File: src/rtl/c45_pkg.sv
package c45_pkg;

    localparam logic [2:0] OPC_WRITE = 3'd5;
    localparam logic [2:0] OPC_READ  = 3'd7;

    localparam logic [1:0] START_EXT  = 2'b00;
    localparam logic [1:0] FOP_ADDR   = 2'b00;
    localparam logic [1:0] FOP_WRITE  = 2'b01;
    localparam logic [1:0] FOP_READ   = 2'b11;
    localparam logic [1:0] TURN_DRIVE = 2'b10;

    typedef enum logic [2:0] {
        SQ_IDLE,
        SQ_ADDR_GO,
        SQ_ADDR_RUN,
        SQ_DATA_GO,
        SQ_DATA_RUN
    } seq_state_t;

    typedef enum logic [1:0] {
        FS_IDLE,
        FS_ARMED,
        FS_SHIFT
    } fs_state_t;

    function automatic logic [31:0] build_frame(
        input logic [1:0]  fop,
        input logic [4:0]  prt,
        input logic [4:0]  dev,
        input logic [15:0] payload
    );
        return {START_EXT, fop, prt, dev, TURN_DRIVE, payload};
    endfunction

endpackage

File: src/rtl/c45_mdc_gen.sv
module c45_mdc_gen #(
    parameter int HALF = 2
) (
    input  logic clk,
    input  logic rst_n,
    output logic mdc_o,
    output logic fall_tick_o,
    output logic rise_tick_o
);
    localparam int CW = (HALF > 1) ? $clog2(HALF) : 1;

    logic [CW-1:0] cnt_q;
    logic          wrap;

    assign wrap = (cnt_q == CW'(HALF - 1));

    always_ff @(posedge clk or negedge rst_n) begin
        if (!rst_n) begin
            cnt_q <= '0;
            mdc_o <= 1'b0;
        end else if (wrap) begin
            cnt_q <= '0;
            mdc_o <= ~mdc_o;
        end else begin
            cnt_q <= cnt_q + 1'b1;
        end
    end

    // The tick is high in the cycle whose edge moves MDC.
    assign fall_tick_o = wrap &&  mdc_o;
    assign rise_tick_o = wrap && !mdc_o;

endmodule

File: src/rtl/c45_frame_shifter.sv
module c45_frame_shifter
    import c45_pkg::*;
#(
    parameter int PRE_LEN = 32
) (
    input  logic        clk,
    input  logic        rst_n,
    input  logic        fall_tick_i,
    input  logic        rise_tick_i,
    input  logic        start_i,
    input  logic        is_read_i,
    input  logic [31:0] frame_i,
    input  logic        mdio_i,
    output logic        mdio_o,
    output logic        mdio_oe,
    output logic        done_o,
    output logic        active_o,
    output logic [15:0] rdata_o
);
    localparam int TOTAL  = PRE_LEN + 32;
    localparam int IW     = $clog2(TOTAL + 1);
    localparam int REL_AT = PRE_LEN + 14;
    localparam int DAT_AT = PRE_LEN + 16;

    fs_state_t        st_q, st_d;
    logic [TOTAL-1:0] sh_q;
    logic [IW-1:0]    idx_q;
    logic             rd_q;
    logic             last_bit;

    assign last_bit = (idx_q == IW'(TOTAL));
    assign active_o = (st_q != FS_IDLE);

    always_ff @(posedge clk or negedge rst_n) begin
        if (!rst_n) st_q <= FS_IDLE;
        else        st_q <= st_d;
    end

    always_comb begin
        st_d = st_q;
        unique case (st_q)
            FS_IDLE:  if (start_i)                 st_d = FS_ARMED;
            FS_ARMED: if (fall_tick_i)             st_d = FS_SHIFT;
            FS_SHIFT: if (fall_tick_i && last_bit) st_d = FS_IDLE;
            default:                               st_d = FS_IDLE;
        endcase
    end

    always_ff @(posedge clk or negedge rst_n) begin
        if (!rst_n) begin
            sh_q    <= '0;
            idx_q   <= '0;
            rd_q    <= 1'b0;
            mdio_o  <= 1'b1;
            mdio_oe <= 1'b0;
            done_o  <= 1'b0;
            rdata_o <= '0;
        end else begin
            done_o <= 1'b0;
            unique case (st_q)
                FS_IDLE: begin
                    if (start_i) begin
                        sh_q  <= {{PRE_LEN{1'b1}}, frame_i};
                        rd_q  <= is_read_i;
                        idx_q <= '0;
                    end
                end
                FS_ARMED, FS_SHIFT: begin
                    if (fall_tick_i) begin
                        if (last_bit) begin
                            mdio_oe <= 1'b0;
                            mdio_o  <= 1'b1;
                            done_o  <= 1'b1;
                        end else begin
                            mdio_o  <= sh_q[TOTAL-1];
                            sh_q    <= sh_q << 1;
                            mdio_oe <= !(rd_q && (idx_q >= IW'(REL_AT)));
                            idx_q   <= idx_q + 1'b1;
                        end
                    end else if (rise_tick_i && st_q == FS_SHIFT && rd_q
                                 && idx_q > IW'(DAT_AT)) begin
                        rdata_o <= {rdata_o[14:0], mdio_i};
                    end
                end
                default: ;
            endcase
        end
    end

    AST_DRIVE_ON_FALL: assert property (@(posedge clk) disable iff (!rst_n)
        !$stable(mdio_oe) |-> $past(fall_tick_i));

endmodule

File: src/rtl/c45_access_seq.sv
module c45_access_seq
    import c45_pkg::*;
(
    input  logic        clk,
    input  logic        rst_n,
    input  logic        mgmt_we_i,
    input  logic        addr_we_i,
    input  logic [31:0] wdata_i,
    input  logic        fs_done_i,
    input  logic [15:0] fs_rdata_i,
    output logic        fs_start_o,
    output logic        fs_read_o,
    output logic [31:0] fs_frame_o,
    output logic        busy_o,
    output logic        rvalid_o,
    output logic [2:0]  opc_o,
    output logic [4:0]  dev_o,
    output logic [4:0]  prt_o,
    output logic [15:0] data_o,
    output logic [15:0] regaddr_o
);
    seq_state_t  st_q, st_d;
    logic [15:0] addr_lat_q;
    logic [2:0]  new_opc;
    logic        launch;

    assign new_opc = wdata_i[28:26];
    assign launch  = mgmt_we_i && (st_q == SQ_IDLE)
                     && (new_opc == OPC_WRITE || new_opc == OPC_READ);

    always_ff @(posedge clk or negedge rst_n) begin
        if (!rst_n) st_q <= SQ_IDLE;
        else        st_q <= st_d;
    end

    always_comb begin
        st_d = st_q;
        unique case (st_q)
            SQ_IDLE:     if (launch)    st_d = SQ_ADDR_GO;
            SQ_ADDR_GO:                 st_d = SQ_ADDR_RUN;
            SQ_ADDR_RUN: if (fs_done_i) st_d = SQ_DATA_GO;
            SQ_DATA_GO:                 st_d = SQ_DATA_RUN;
            SQ_DATA_RUN: if (fs_done_i) st_d = SQ_IDLE;
            default:                    st_d = SQ_IDLE;
        endcase
    end

    always_comb begin
        fs_start_o = (st_q == SQ_ADDR_GO) || (st_q == SQ_DATA_GO);
        fs_read_o  = (st_q == SQ_DATA_GO) && (opc_o == OPC_READ);
        if (st_q == SQ_ADDR_GO)
            fs_frame_o = build_frame(FOP_ADDR, prt_o, dev_o, addr_lat_q);
        else
            fs_frame_o = build_frame((opc_o == OPC_READ) ? FOP_READ : FOP_WRITE,
                                     prt_o, dev_o, data_o);
    end

    always_ff @(posedge clk or negedge rst_n) begin
        if (!rst_n) begin
            busy_o     <= 1'b0;
            rvalid_o   <= 1'b0;
            opc_o      <= '0;
            dev_o      <= '0;
            prt_o      <= '0;
            data_o     <= '0;
            regaddr_o  <= '0;
            addr_lat_q <= '0;
        end else begin
            if (addr_we_i) regaddr_o <= wdata_i[15:0];
            if (launch) begin
                opc_o      <= new_opc;
                dev_o      <= wdata_i[25:21];
                prt_o      <= wdata_i[20:16];
                data_o     <= wdata_i[15:0];
                addr_lat_q <= regaddr_o;
                rvalid_o   <= 1'b0;
                busy_o     <= 1'b1;
            end else if (st_q == SQ_DATA_RUN && fs_done_i) begin
                busy_o <= 1'b0;
                if (opc_o == OPC_READ) begin
                    data_o   <= fs_rdata_i;
                    rvalid_o <= 1'b1;
                end
            end
        end
    end

    AST_RVALID_LOW_BUSY: assert property (@(posedge clk) disable iff (!rst_n)
        busy_o |-> !rvalid_o);

    AST_IGNORE_BUSY_WR: assert property (@(posedge clk) disable iff (!rst_n)
        (busy_o && mgmt_we_i) |=> ($stable(prt_o) && $stable(dev_o) && $stable(opc_o)));

    AST_RVALID_ON_READ: assert property (@(posedge clk) disable iff (!rst_n)
        $rose(rvalid_o) |-> (opc_o == OPC_READ));

endmodule

File: src/rtl/c45_mgmt_master.sv
module c45_mgmt_master
    import c45_pkg::*;
#(
    parameter int ADDR_W   = 4,
    parameter int MDC_HALF = 2,
    parameter int PRE_LEN  = 32
) (
    input  logic              clk,
    input  logic              rst_n,
    input  logic [ADDR_W-1:0] csr_addr,
    input  logic              csr_we,
    input  logic [31:0]       csr_wdata,
    output logic [31:0]       csr_rdata,
    output logic              mdc,
    output logic              mdio_o,
    output logic              mdio_oe,
    input  logic              mdio_i
);
    localparam logic [ADDR_W-1:0] OFS_MGMT = ADDR_W'(0);
    localparam logic [ADDR_W-1:0] OFS_ADDR = ADDR_W'(8);

    logic        fall_tick, rise_tick;
    logic        fs_start, fs_read, fs_done, fs_active;
    logic [31:0] fs_frame;
    logic [15:0] fs_rdata;
    logic        busy, rvalid;
    logic [2:0]  opc;
    logic [4:0]  dev, prt;
    logic [15:0] data, regaddr;

    c45_mdc_gen #(.HALF(MDC_HALF)) u_mdc (
        .clk         (clk),
        .rst_n       (rst_n),
        .mdc_o       (mdc),
        .fall_tick_o (fall_tick),
        .rise_tick_o (rise_tick)
    );

    c45_access_seq u_seq (
        .clk        (clk),
        .rst_n      (rst_n),
        .mgmt_we_i  (csr_we && csr_addr == OFS_MGMT),
        .addr_we_i  (csr_we && csr_addr == OFS_ADDR),
        .wdata_i    (csr_wdata),
        .fs_done_i  (fs_done),
        .fs_rdata_i (fs_rdata),
        .fs_start_o (fs_start),
        .fs_read_o  (fs_read),
        .fs_frame_o (fs_frame),
        .busy_o     (busy),
        .rvalid_o   (rvalid),
        .opc_o      (opc),
        .dev_o      (dev),
        .prt_o      (prt),
        .data_o     (data),
        .regaddr_o  (regaddr)
    );

    c45_frame_shifter #(.PRE_LEN(PRE_LEN)) u_shift (
        .clk         (clk),
        .rst_n       (rst_n),
        .fall_tick_i (fall_tick),
        .rise_tick_i (rise_tick),
        .start_i     (fs_start),
        .is_read_i   (fs_read),
        .frame_i     (fs_frame),
        .mdio_i      (mdio_i),
        .mdio_o      (mdio_o),
        .mdio_oe     (mdio_oe),
        .done_o      (fs_done),
        .active_o    (fs_active),
        .rdata_o     (fs_rdata)
    );

    always_comb begin
        unique case (csr_addr)
            OFS_MGMT: csr_rdata = {1'b0, busy, rvalid, opc, dev, prt, data};
            OFS_ADDR: csr_rdata = {16'h0000, regaddr};
            default:  csr_rdata = '0;
        endcase
    end

    AST_BUSY_COVERS_FRAME: assert property (@(posedge clk) disable iff (!rst_n)
        fs_active |-> busy);

    AST_IDLE_RELEASED: assert property (@(posedge clk) disable iff (!rst_n)
        !busy |-> !mdio_oe);

    AST_DATA_ON_FALL: assert property (@(posedge clk) disable iff (!rst_n)
        !$stable(mdio_o) |-> $fell(mdc));

endmodule

File: config.mk
export PLATFORM = sky130hd
export DESIGN_NAME = c45_mgmt_master
export DESIGN_NICKNAME = d
export VERILOG_FILES = /design/src/rtl/c45_pkg.sv /design/src/rtl/c45_mdc_gen.sv /design/src/rtl/c45_frame_shifter.sv /design/src/rtl/c45_access_seq.sv /design/src/rtl/c45_mgmt_master.sv
export SDC_FILE = /design/constraint.sdc
export NUM_CORES = 1
export LEC_CHECK = 0
export BUFFER_PORTS_ARGS = -buffer_cell sky130_fd_sc_hd__buf_2
export CAP_MARGIN = 20
export CELL_PAD_IN_SITES_DETAIL_PLACEMENT = 1
export CELL_PAD_IN_SITES_GLOBAL_PLACEMENT = 2
export CORE_MARGIN = 5
export CORE_UTILIZATION = 41
export CTS_CLUSTER_SIZE = 30
export DETAILED_ROUTE_END_ITERATION = 16
export GPL_TIMING_DRIVEN = 0
export PLACE_DENSITY_LB_ADDON = 0.1
export SLEW_MARGIN = 20
export SYNTH_ARGS = -nofsm -noshare
export SYNTH_HDL_FRONTEND = slang
export SYNTH_SLANG_ARGS = --single-unit
export TNS_END_PERCENT = 20
File: constraint.sdc
create_clock -name clk -period 3.21 [get_ports clk]
set_clock_uncertainty 0.15 [all_clocks]
set_input_delay 0.321 -clock clk [delete_from_list [all_inputs] [get_ports clk]]
set_output_delay 0.321 -clock clk [all_outputs]
set_load 0.005 [all_outputs]
==> summary.txt <==
initial DRC count: 150
Setup crit end kind: flop
CTS Buffer Depth: 2
clock share of power: 30.0%
clk sinks: 161
top_reg_cell synth: dfrtp_1
Async SR Flop Fraction: 100%
total power draw: 7.00 mW
switching share of power: 30.2%
Hold Startpoint: csr_we
most common cell after layout, fill and taps aside: dfrtp_1
FP Rows: 49
Pins Over Slew Limit: 0
detailed-route wire length per cell: 18.7 um
period utilisation layout: 86.8%
drt pass-1 iters: 4
final core occ: 50.7%
setup TNS: 0 ns
Syn Inst Count: 606
clock-pin slew on the worst setup and hold paths: 0.07 ns
final worst setup slack: 0.424 ns
Startpoint Class: flop
num ports: 75
combinational power share: 28.8%
share of cells above drive strength 1: 35.5%
Psw: 2.12 mW
total grt overflow: 0
Slew headroom: 29.1%
# fillers: 1,874
Overall Global Routing Usage: 17.6%
detailed-route via count: 5,083
HP Class: in2reg
largest net degree at the start of global routing: 82
hold violation total from the final report: 0
Synth cell types: 53
most frequent cells in the layout: dfrtp_1 (160), mux2_2 (95), buf_2 (80)
FF-to-FF Start: u_shift.st_q[0]$_DFFE_PN0P_
Final min period: 2.79 ns
Syn Area/Cell: 12.6 um2
htree depth: 4
maximum vdd ir drop: 0.354 mV
P_leak: 4.21 nW
synth warn: 0
Worst-Margin Slew: 1.05 ns
Post-CTS Setup Bufs: 0
TritonCTS clock tree: done
final net count: 771
CP Data Required Time: 3.37 ns
initial antenna violation count: 0
CTS buffer count: 17
Clk Latency, worst-skew pair: 0.43 ns
CP startpoint: u_shift.st_q[0]$_DFFE_PN0P_
Antenna Violating Nets Remaining: 0
hold buffers post-CTS: 29
initial core utilization: 42.0%
CTS resizes: 0
Power Density: 761 mW/mm2
post-route DRC violation count: 0
die width: 146 um
detailed placement HPWL: 12.8 mm
Cell Area, Synth: 0.00763 mm2
core area: 0.0181 mm2
Setup violations, final: 0
RSZ-0062 raised after global routing: no
fin cells: 966
Final Routed Wirelength: 18.1 mm
diode count: 0
Chip Height: 146 um
CTS root buffer: clkbuf_16
first-pass GRT wire length: 30.2 mm
IO buf count: 70
status: finished clean
sequential cell area fraction in the yosys report: 52.8%
dpl cells: 906
Internal Power: 4.88 mW
CP Class: reg2reg
Synth-to-Final Area Change: 20.6%
Reg power frac: 41.2%
Fmax: 0.359 GHz
vias in the first global route: 5,606
gpl congestion: 0.791
die area: 0.0214 mm2
vias per cell: 5.26
critical-path maximum fanout: 10
Synthesized Nets: 652
#FFs+latches synth: 161
pre-CTS setup slack: 0.344 ns
EDFF count, synth: 0
crit path DAT: 2.95 ns
# Max-Cap Violations: 0
==> cells in the mapped netlist (9+ instances only) <==
| library cell | count | area share, % |
|---|---|---|
| mux2i_1 | 38 | 5.0 |
| o21ai_0 | 39 | 2.6 |
| buf_2 | 11 | 0.72 |
| nor2_1 | 9 | 0.44 |
| mux2_4 | 34 | 6.7 |
| mux2_2 | 95 | 14 |
| dfrtp_1 | 160 | 53 |
| a22o_1 | 17 | 2.0 |
| nand2b_1 | 38 | 3.1 |
| clkbuf_1 | 15 | 0.74 |
| and2_1 | 15 | 1.2 |
| nand2_1 | 52 | 2.6 |
==> path summary, 6_finish.rpt <==
check,to,slack (ns),cells past startpoint
max,u_shift.rdata_o[2]$_DFFE_PN0P_,0.42,6
min,u_seq.regaddr_o[2]$_DFFE_PN0P_,0.30,3
max reg2reg,u_shift.rdata_o[2]$_DFFE_PN0P_,0.42,6
min reg2reg,u_seq.busy_o$_DFFE_PN0P_,0.32,1
max in group asynchronous,u_seq.addr_lat_q[4]$_DFFE_PN0P_,1.75,3
min in group asynchronous,u_shift.sh_q[60]$_DFFE_PN0P_,0.32,2
==> power groups by stage <==
stage                     Sequential, mW  Combinational [mW]  Clock (mW)
after floorplan                     2.79                1.58           0
after global placement              2.88                1.94           0
after detailed placement            2.91                2.02           0
after CTS                           2.88                2.06        2.17
after global routing                2.95                2.22        2.26
final                               2.88                2.02        2.10
==> layout make-up <==
cell class	instances	area, um2	area share, %
tap	229	287	3.12
multi-input combinational	402	3370	36.6
buffer	36	201	2.19
inverter	7	26.3	0.286
timing repair buffer	100	678	7.37
clock inverter	14	180	1.96
sequential	161	4030	43.8
clock buffer	17	425	4.63
==> metal layers <==
layer	GRT usage (%)	vias up	share of wire, %
met1	22.9	2620	46
met2	29.3	72	49
met5	0	-	0
li1	-	2368	-
met3	3.66	23	3.0
met4	6.07	0	1.8
==> sequential cells by signal, indices dropped and copies added (netlist names), 5 cells and up <==
signal            cells
u_shift.idx_q         7
u_seq.addr_lat_q     16
u_seq.prt_o           5
u_seq.regaddr_o      16
u_seq.data_o         16
u_seq.dev_o           5
u_shift.sh_q         64
u_shift.rdata_o      16
==> cell families (layout without fill, tap and decap cells) <==
logic type                 Yosys count  in the layout  synth area share, %
AOI/OAI and AO/OA                   82             82                 6.87
xor gates and xnor gates             2              2                0.230
adders and majority gates            6              6                0.984
buffers and inverters               43            174                 2.99
DFF                                161            161                 52.8
muxes                              167            167                 25.7
other                                1              1               0.0492
and+or+nand+nor                    144            144                 10.3
==> critical path, cell delays in order, from the launching register on <==
cell and delay [ns]:
dfrtp_1 0.38, inv_1 0.08, ha_1 0.45, nand2_1 0.11
nor3_2 0.71, buf_2 0.40, mux2_2 0.37
==> stage by stage <==
step	area (um2)	hold WS, ns
after floorplan	7630	-0.125
after global placement	8260	0.307
after detailed placement	8300	0.213
after CTS	9200	0.282
after global routing	9200	0.294
final	9200	0.296
No activity file was read; power rests on OpenSTA's default activity.
